**src/rtl/trapchk_pkg.sv**
```systemverilog
package trapchk_pkg;

  typedef enum logic [1:0] {
    OP_SINGLE = 2'd0,
    OP_DUAL   = 2'd1,
    OP_COND   = 2'd2,
    OP_OVF    = 2'd3
  } trapOp_e;

  typedef enum logic [1:0] {
    SZ_BYTE  = 2'd0,
    SZ_WORD  = 2'd1,
    SZ_LONG  = 2'd2,
    SZ_LONGX = 2'd3
  } opSize_e;

  // Strobes from control to datapath
  typedef struct packed {
    logic    capture;
    logic    selSingle;
    logic    selDual;
    logic    selCond;
    logic    selOvf;
    logic    signExt;
    opSize_e size;
  } dpStrobe_t;

  // flags = {N,Z,V,C}
  function automatic logic condHolds(input logic [3:0] sel, input logic [3:0] flags);
    logic n, z, v, c;
    n = flags[3];
    z = flags[2];
    v = flags[1];
    c = flags[0];
    case (sel)
      4'd0:    return 1'b1;
      4'd1:    return 1'b0;
      4'd2:    return !c && !z;
      4'd3:    return c || z;
      4'd4:    return !c;
      4'd5:    return c;
      4'd6:    return !z;
      4'd7:    return z;
      4'd8:    return !v;
      4'd9:    return v;
      4'd10:   return !n;
      4'd11:   return n;
      4'd12:   return n == v;
      4'd13:   return n != v;
      4'd14:   return !z && (n == v);
      default: return z || (n != v);
    endcase
  endfunction

endpackage

```
**src/rtl/trapchk_ctrl.sv**
```systemverilog
module trapchk_ctrl
  import trapchk_pkg::*;
(
  input  logic       clk,
  input  logic       rstN,
  input  logic       reqValid,
  input  logic [1:0] opSel,
  input  logic [1:0] sizeSel,
  input  logic       signedMode,
  output dpStrobe_t  strobe,
  output logic       resultValid
);

  trapOp_e op;
  opSize_e reqSize;

  assign op      = trapOp_e'(opSel);
  assign reqSize = opSize_e'(sizeSel);

  always_comb begin
    strobe           = '0;
    strobe.capture   = reqValid;
    strobe.selSingle = (op == OP_SINGLE);
    strobe.selDual   = (op == OP_DUAL);
    strobe.selCond   = (op == OP_COND);
    strobe.selOvf    = (op == OP_OVF);
    // single-bound compare is always signed and has no byte lane
    strobe.signExt   = (op == OP_SINGLE) ? 1'b1 : signedMode;
    if (op == OP_SINGLE && reqSize == SZ_BYTE) strobe.size = SZ_WORD;
    else                                       strobe.size = reqSize;
  end

  always_ff @(posedge clk or negedge rstN) begin
    if (!rstN) resultValid <= 1'b0;
    else       resultValid <= reqValid;
  end

endmodule

```
**src/rtl/trapchk_dp.sv**
```systemverilog
module trapchk_dp
  import trapchk_pkg::*;
#(
  parameter int DATA_W    = 32,
  parameter int BYTE_W    = 8,
  parameter int WORD_W    = 16,
  parameter int VEC_W     = 8,
  parameter int VEC_BOUND = 6,
  parameter int VEC_COND  = 7
) (
  input  logic              clk,
  input  logic              rstN,
  input  dpStrobe_t         strobe,
  input  logic [DATA_W-1:0] regVal,
  input  logic [DATA_W-1:0] lowBound,
  input  logic [DATA_W-1:0] highBound,
  input  logic [3:0]        condSel,
  input  logic [3:0]        flagsIn,
  output logic              trapReq,
  output logic [VEC_W-1:0]  trapVector,
  output logic              flagZ,
  output logic              flagC
);

  localparam int EXT_W     = DATA_W + 1;
  localparam int NUM_LANES = 3;
  localparam logic [VEC_W-1:0] BOUND_VEC = VEC_W'(VEC_BOUND);
  localparam logic [VEC_W-1:0] COND_VEC  = VEC_W'(VEC_COND);

  logic [EXT_W-1:0] valLane  [NUM_LANES];
  logic [EXT_W-1:0] lowLane  [NUM_LANES];
  logic [EXT_W-1:0] highLane [NUM_LANES];

  for (genvar g = 0; g < NUM_LANES; g++) begin : gLane
    localparam int LW = (g == 0) ? BYTE_W : (g == 1) ? WORD_W : DATA_W;
    assign valLane[g]  = {{(EXT_W-LW){strobe.signExt & regVal[LW-1]}},    regVal[LW-1:0]};
    assign lowLane[g]  = {{(EXT_W-LW){strobe.signExt & lowBound[LW-1]}},  lowBound[LW-1:0]};
    assign highLane[g] = {{(EXT_W-LW){strobe.signExt & highBound[LW-1]}}, highBound[LW-1:0]};
  end

  logic [EXT_W-1:0] valX, lowX, highX;
  logic [1:0]       laneIdx;

  always_comb begin
    case (strobe.size)
      SZ_BYTE: laneIdx = 2'd0;
      SZ_WORD: laneIdx = 2'd1;
      default: laneIdx = 2'd2;
    endcase
    valX  = valLane[laneIdx];
    lowX  = lowLane[laneIdx];
    highX = highLane[laneIdx];
  end

  logic belowLow, aboveHigh, isNeg, onBound, condTrue;

  assign belowLow  = $signed(valX) < $signed(lowX);
  assign aboveHigh = $signed(valX) > $signed(highX);
  assign isNeg     = valX[EXT_W-1];
  assign onBound   = (valX == lowX) || (valX == highX);
  assign condTrue  = condHolds(condSel, flagsIn);

  logic             trapNext, zNext, cNext;
  logic [VEC_W-1:0] vecNext;

  always_comb begin
    trapNext = 1'b0;
    zNext    = 1'b0;
    cNext    = 1'b0;
    vecNext  = '0;
    if (strobe.selSingle) begin
      trapNext = isNeg || aboveHigh;
      vecNext  = trapNext ? BOUND_VEC : '0;
    end else if (strobe.selDual) begin
      trapNext = belowLow || aboveHigh;
      cNext    = trapNext;
      zNext    = onBound;
      vecNext  = trapNext ? BOUND_VEC : '0;
    end else if (strobe.selCond) begin
      trapNext = condTrue;
      vecNext  = trapNext ? COND_VEC : '0;
    end else if (strobe.selOvf) begin
      trapNext = flagsIn[1];
      vecNext  = trapNext ? COND_VEC : '0;
    end
  end

  always_ff @(posedge clk or negedge rstN) begin
    if (!rstN) begin
      trapReq    <= 1'b0;
      trapVector <= '0;
      flagZ      <= 1'b0;
      flagC      <= 1'b0;
    end else if (strobe.capture) begin
      trapReq    <= trapNext;
      trapVector <= vecNext;
      flagZ      <= zNext;
      flagC      <= cNext;
    end else begin
      trapReq    <= 1'b0;
      trapVector <= '0;
      flagZ      <= 1'b0;
      flagC      <= 1'b0;
    end
  end

endmodule

```
**src/rtl/trap_check_unit.sv**
```systemverilog
module trap_check_unit
  import trapchk_pkg::*;
#(
  parameter int DATA_W    = 32,
  parameter int BYTE_W    = 8,
  parameter int WORD_W    = 16,
  parameter int VEC_W     = 8,
  parameter int VEC_BOUND = 6,
  parameter int VEC_COND  = 7
) (
  input  logic              clk,
  input  logic              rstN,
  input  logic              reqValid,
  input  logic [1:0]        opSel,
  input  logic [1:0]        sizeSel,
  input  logic              signedMode,
  input  logic [DATA_W-1:0] regVal,
  input  logic [DATA_W-1:0] lowBound,
  input  logic [DATA_W-1:0] highBound,
  input  logic [3:0]        condSel,
  input  logic [3:0]        flagsIn,
  output logic              resultValid,
  output logic              trapReq,
  output logic [VEC_W-1:0]  trapVector,
  output logic              flagZ,
  output logic              flagC
);

  dpStrobe_t strobe;

  trapchk_ctrl u_ctrl (
    .clk         (clk),
    .rstN        (rstN),
    .reqValid    (reqValid),
    .opSel       (opSel),
    .sizeSel     (sizeSel),
    .signedMode  (signedMode),
    .strobe      (strobe),
    .resultValid (resultValid)
  );

  trapchk_dp #(
    .DATA_W    (DATA_W),
    .BYTE_W    (BYTE_W),
    .WORD_W    (WORD_W),
    .VEC_W     (VEC_W),
    .VEC_BOUND (VEC_BOUND),
    .VEC_COND  (VEC_COND)
  ) u_dp (
    .clk        (clk),
    .rstN       (rstN),
    .strobe     (strobe),
    .regVal     (regVal),
    .lowBound   (lowBound),
    .highBound  (highBound),
    .condSel    (condSel),
    .flagsIn    (flagsIn),
    .trapReq    (trapReq),
    .trapVector (trapVector),
    .flagZ      (flagZ),
    .flagC      (flagC)
  );

endmodule

```
**config.mk**
```make
export PLATFORM = sky130hd
export DESIGN_NAME = trap_check_unit
export DESIGN_NICKNAME = d
export VERILOG_FILES = /design/src/rtl/trapchk_pkg.sv /design/src/rtl/trapchk_ctrl.sv /design/src/rtl/trapchk_dp.sv /design/src/rtl/trap_check_unit.sv
export SDC_FILE = /design/constraint.sdc
export NUM_CORES = 1
export LEC_CHECK = 0
export ABC_AREA = 1
export BUFFER_PORTS_ARGS = -buffer_cell sky130_fd_sc_hd__buf_2
export CAP_MARGIN = 20
export CORE_ASPECT_RATIO = 0.5
export CORE_MARGIN = 2
export CORE_UTILIZATION = 38
export DETAILED_ROUTE_END_ITERATION = 12
export GPL_TIMING_DRIVEN = 0
export PLACE_DENSITY = 0.67
export SYNTH_ARGS = -nofsm -noshare
export SYNTH_HDL_FRONTEND = slang
export SYNTH_SLANG_ARGS = --single-unit
```
**constraint.sdc**
```tcl
create_clock -name clk -period 0.8 [get_ports clk]
set_input_delay 0.12 -clock clk [delete_from_list [all_inputs] [get_ports clk]]
set_output_delay 0.12 -clock clk [all_outputs]
set_load 0.02 [all_outputs]
```
# Word level (Yosys, flattened, before mapping)
# Cells that the tools add are included.
# word_totals
out_inout_bits	12
reg_bits	12
elab_cells	89
in_bits	112
# classes
bitwise	10
order_cmp	3
n_reduce_logical	16
eq_ne	22
n_mux	33
# ops
op	count
$bmux W33 S2	3
$mux W33	6
$eq A33 B33 Y1	2
$mux W8	5
$gt A33 B33 Y1	1
$lt A33 B33 Y1	1
$eq A4 B4 Y1 const B	7
$eq A4 B3 Y1 const B	4
$pmux W1 S15	1
$mux W1	12
$mux W3	4
$and A1 B1 Y1	9
$eq A4 B2 Y1 const B	2
$logic_not A2 Y1	3
$logic_or A1 B1 Y1	5
$eq A2 B1 Y1 const B	2
$eq A2 B2 Y1 const B	2
$eq A4 B1 Y1 const B	1
$logic_not A1 Y1	4
$logic_not A4 Y1	1
$pmux W2 S2	1
$ge A3 B3 Y1 const B	1
$logic_and A1 B1 Y1	3
$not A2 Y3	1
other kinds (3)	3

# Logic depth before layout (Yosys ltp)
# logic_depth
word_depth	15
ltp_mapped	23
depth_no_buf	23

# By module
# Synthesis repeated with hierarchy kept, for this count alone.
# hier_totals
hier_cells	463
hier_area_um2	2726.4
# modules_own_cells
module	area_per_inst_um2	instances	cells_each
trapchk_dp	2638.8	1	448
trapchk_ctrl	87.6	1	15

# Worst setup path after synthesis
# Ideal clock, no wire load.
# synth_timing
path_kind	input port to flip-flop
start	input port opSel[1]
end	register u_dp.trapVector[1]
slack_ps	-1532
required_ps	678
arrival_time_ps	2211
cell_stages	21
path_cell_list	nor2_4 -> nor2_1 -> o21ai_2 -> nand2_1 -> inv_2 -> buf_4 -> o211ai_1 -> ha_1 -> nand2_2 -> nor2_2 -> nand3_2 -> nor2_2 -> nand2_1 -> nand2_1 -> nor2_1 -> nand2_1 -> nand2_1 -> nand3_1 -> nand2_1 -> nand2_1 -> a21oi_2
# synth_via
elab_chain_len	15
elab_cells_between_ends	40
# synth_rtl
element	line	text
start, declared	trap_check_unit.sv:14	input logic [1:0] opSel,
$logic_not A2 Y1	trapchk_ctrl.sv:23, trapchk_ctrl.sv:28, trapchk_ctrl.sv:29	
$logic_and A1 B1 Y1	trapchk_ctrl.sv:29	if (op == OP_SINGLE && reqSize == SZ_BYTE) strobe.size = SZ_WORD;
$mux W2	trapchk_ctrl.sv:29	
$eq A2 B1 Y1 / $logic_not A2 Y1 (equally long branches)	trapchk_dp.sv:45	case (strobe.size)
$pmux W2 S2	trapchk_dp.sv:45	
$not A2 Y3 (implied by the code)	trapchk_dp.sv:50, trapchk_dp.sv:51, trapchk_dp.sv:52	
$bmux W33 S2 (on tied branches)	trapchk_dp.sv:50, trapchk_dp.sv:51, trapchk_dp.sv:52	
$mux W33 (on tied branches) (2 in series)	trapchk_dp.sv:50, trapchk_dp.sv:51, trapchk_dp.sv:52	
$lt A33 B33 Y1 / $gt A33 B33 Y1 (equally long branches)	trapchk_dp.sv:57, trapchk_dp.sv:58	
$logic_or A1 B1 Y1	trapchk_dp.sv:75	trapNext = belowLow || aboveHigh;
$mux W3	trapchk_dp.sv:78	vecNext = trapNext ? BOUND_VEC : '0;
$mux W8	trapchk_dp.sv:74	end else if (strobe.selDual) begin
$mux W8 (*)	trapchk_dp.sv:71	if (strobe.selSingle) begin
$mux W8 (*)	trapchk_dp.sv:94	end else if (strobe.capture) begin
end signal, assigned	trapchk_dp.sv:96	trapVector <= vecNext;
end, declared	trapchk_dp.sv:20	output logic [VEC_W-1:0] trapVector,
# Every way passes the cells marked *; elsewhere a longest branch is shown, timed or not. The select of a mux whose other input is x is not followed.

# Final worst setup path
# layout_timing
start	input port opSel[0]
end	register u_dp.trapVector[1]
# Same word-level chain as after synthesis.

==> flow_metrics.py <==
metrics = {
    "status": {
        "outcome": "complete, but fails checks",
        "failed_checks": "negative setup slack",
    },
    "synthesis": {
        "synth.distinct_cells": 34,
        "syn_inst": 454,
        "synth_area_um2": 2700,
        "synth_edf_count": 0,
        "ys.flop_type": "dfrtp_1",
        "yosysSeqAreaShare_pct": 4.64,
        "ys_warn_count": 0,
        "postSynthAreaPerCell_um2": 5.94,
        "async_flop_share_pct": 100,
        "synth_seq_cells": 5,
    },
    "floorplan": {
        "start_util_pct": 39.8,
        "design.core.area_um2": 6780,
        "ioPinCount": 124,
        "row_count": 21,
        "die_y_um": 63.6,
        "die-area_um2": 7830,
        "die-width_um": 123,
    },
    "sta": {
        "finalCritPeriodShare_pct": 307,
        "fin_crit_ns": 2.46,
        "hold_violations": 0,
        "setup_viol": 11,
        "setup_tns_ns": -5.64,
        "rsz0062_at_grt": "true",
        "max_freq_mhz": 407,
        "finalMaxSlewViolations": 0,
        "postLayoutSetupSlackWorst_ns": -1.66,
        "hold_slack_ns": 0.0568,
    },
    "routing": {
        "finalWirelength_um": 8770,
        "vias": 3409,
        "drtIter0Drc": 163,
        "post_drt_wl_per_cell_um": 12.4,
        "drc": 0,
        "drtPass1Iterations": 4,
        "viasPerCell": 4.84,
        "ant_nets": 0,
    },
    "pwr": {
        "power_uw": 4320,
        "p_leak_uw": 0.00234,
        "p_clk_share_pct": 18.8,
        "vdd_drop_max_mv": 0.732,
        "power_frac_comb_pct": 74.7,
        "power_density_nw_per_um2": 1000,
        "internal_power_uw": 2410,
        "p_seq_share_pct": 6.5,
        "p_sw_uw": 1910,
        "swShare_pct": 44.2,
    },
    "layout": {
        "diodes": 0,
        "drive_gt1_share_pct": 39.8,
        "final_core_util_pct": 63.5,
        "regArea_um2": 125,
        "multi_input_area_um2": 2610,
        "stdcell_count": 705,
        "area_delta_synth_final_pct": 59.5,
        "n_fill_cell": 657,
        "fin_nets": 792,
    },
    "worst_setup_path": {
        "cp_max_fo": 5,
        "startpoint": "opSel[0]",
        "start_kind": "primary input",
        "worstPathRequired_ns": 0.95,
        "path_cells": "buf_8, nor2_4, buf_6, nor3_4, buf_6, o21ai_4, nand2_2, inv_4, buf_6, o21ai_0, ha_1, nand2_2, nor2_4, buf_4, a21oi_1, nand2_1, nor2_2, nand2_1, nand2_1, nand2_1, nand2_2, nand2_2, a21oi_2",
        "critical_path_class": "in -> reg",
        "cp_slowest_stage_delay_ns": 0.32,
        "worst_path_max_delay_cell": "ha_1",
        "arrival_ns": 2.61,
        "endpoint_kind": "flop",
    },
    "hold_path": {
        "hold_path.class": "in -> reg",
        "min_path_cells": 1,
        "holdPathEnd": "u_ctrl.resultValid$_DFF_PN0_",
        "worstHoldStart": "reqValid",
    },
    "clocking": {
        "clockBufferDepth": 2,
        "cts_buffers": 3,
        "cts.sinks": 5,
        "cts_root_buffer": "clkbuf_16",
        "path_clk_slew_ns": 0.03,
        "cts_tree": "yes",
        "htreeDepth": 1,
    },
    "place": {
        "dpl.hpwl_um": 6550,
        "gp_congestion": 0.863,
        "dp_cells": 668,
        "port_buffers": 118,
    },
    "global_route": {
        "grt.overflow.total": 0,
        "antenna_found_initial": 0,
        "grt_max_degree": 11,
        "grt.total_usage_pct": 20.7,
        "grt_pass1_vias": 3024,
        "grt_pass1_wl_um": 13300,
    },
    "flow_run": {
        "drv_cap": 0,
    },
}
==> how the worst max path moves through the flow <==
stage,endpoint,slack (ns)
floorplan,u_dp.trapVector[1]$_DFF_PN0_,-1.47
global placement,u_dp.trapVector[1]$_DFF_PN0_,-2.18
detailed placement,u_dp.trapVector[1]$_DFF_PN0_,-2.21
CTS,u_dp.trapVector[1]$_DFF_PN0_,-1.60
global route,u_dp.trapVector[1]$_DFF_PN0_,-1.79
finish,u_dp.trapVector[1]$_DFF_PN0_,-1.66
==> cell type report <==
| cell class | instances | share of cell area, % |
|---|---|---|
| well taps | 92 | 2.68 |
| plain buffers | 17 | 3.05 |
| flip-flops and latches | 5 | 2.91 |
| multi-input cells | 377 | 60.7 |
| inverters | 60 | 5.29 |
| repair buffers | 150 | 23.5 |
| clock buffers | 4 | 1.83 |
==> registers in the layout, summed over array words and instances, names as in the netlist <==
signal	count
u_dp.flagZ	1
u_dp.trapVector	2
u_dp.flagC	1
u_ctrl.resultValid	1
==> power by group through the flow <==
stage          sequential (uW)  combinational [uW]  clock [uW]
2_1_floorplan              298                1660           0
3_3_place_gp               277                2360           0
3_5_place_dp               278                2390           0
4_1_cts                    281                2800         823
5_1_grt                    284                3630         869
6_report                   282                3230         812
==> per-layer routing <==
layer | up-vias | GRT usage, % | part of all wire (%)
met5 | - | 0 | 0
met4 | 0 | 2.70 | 0.74
met3 | 6 | 2.26 | 6.0
met2 | 89 | 33.3 | 45
met1 | 1507 | 30.2 | 48
li1 | 1807 | - | -
==> synthesized netlist by cell type, types with 2 or more instances <==
master	instances	area, um2
a21o_1	3	22.5
a21oi_1	28	140
and2_1	2	12.5
buf_4	8	60.1
clkbuf_1	7	26.3
dfrtp_1	5	125
ha_1	66	826
inv_1	57	214
inv_2	3	11.3
nand2_1	109	409
nand2_4	2	22.5
nand3_1	10	50.1
nand3b_1	2	15.0
nand4_1	5	31.3
nor2_1	59	221
nor2_2	3	18.8
nor2_4	2	22.5
o211ai_1	3	22.5
o21ai_0	58	290
o21ai_1	7	35.0
o21ai_2	2	17.5
==> critical path: cells and delay by family <==
kind / cells / cell delay (ns)
simple gates: 12 / 0.99
buf+inv: 6 / 0.73
compound gates: 4 / 0.44
fa+ha+maj: 1 / 0.32
==> what timing repair did <==
action                                 4_1_cts  5_1_grt
endpoints found under the hold margin        5        0
gates resized for setup                     70       62
buffers inserted                            18       11
hold buffers                                 1        0
setup endpoints to repair                   11       11
pin swaps                                   29       44
gates cloned                                 3        1
==> through the flow <==
step           cell area, um2  worst slack [ns]
6_report                 4300             -1.66
5_1_grt                  4300             -1.79
4_1_cts                  3980             -1.60
3_5_place_dp             3450             -2.21
3_3_place_gp             3450             -2.18
2_1_floorplan            2750             -1.47
==> layout by cell type (no fill, tap or decap), types with 14 or more instances in the layout <==
master	Yosys	routed
a21oi_1	28	24
buf_2	1	104
buf_4	8	24
buf_6	1	24
ha_1	66	58
inv_1	57	52
nand2_1	109	95
nand2_2	1	14
nor2_1	59	39
nor2_2	3	14
o21ai_0	58	45
o21ai_1	7	16
==> cell families after synthesis <==
group	count (synthesis)	synth area share (%)
AND/OR/NAND/NOR	200	31.6
buffers and inverters	77	12.2
flip-flops	5	4.64
AO/OA/AOI/OAI	104	20.5
other	1	0.139
XOR/XNOR	1	0.325
adder cells (fa/ha/maj)	66	30.6
(Power assumes the default switching activity.)
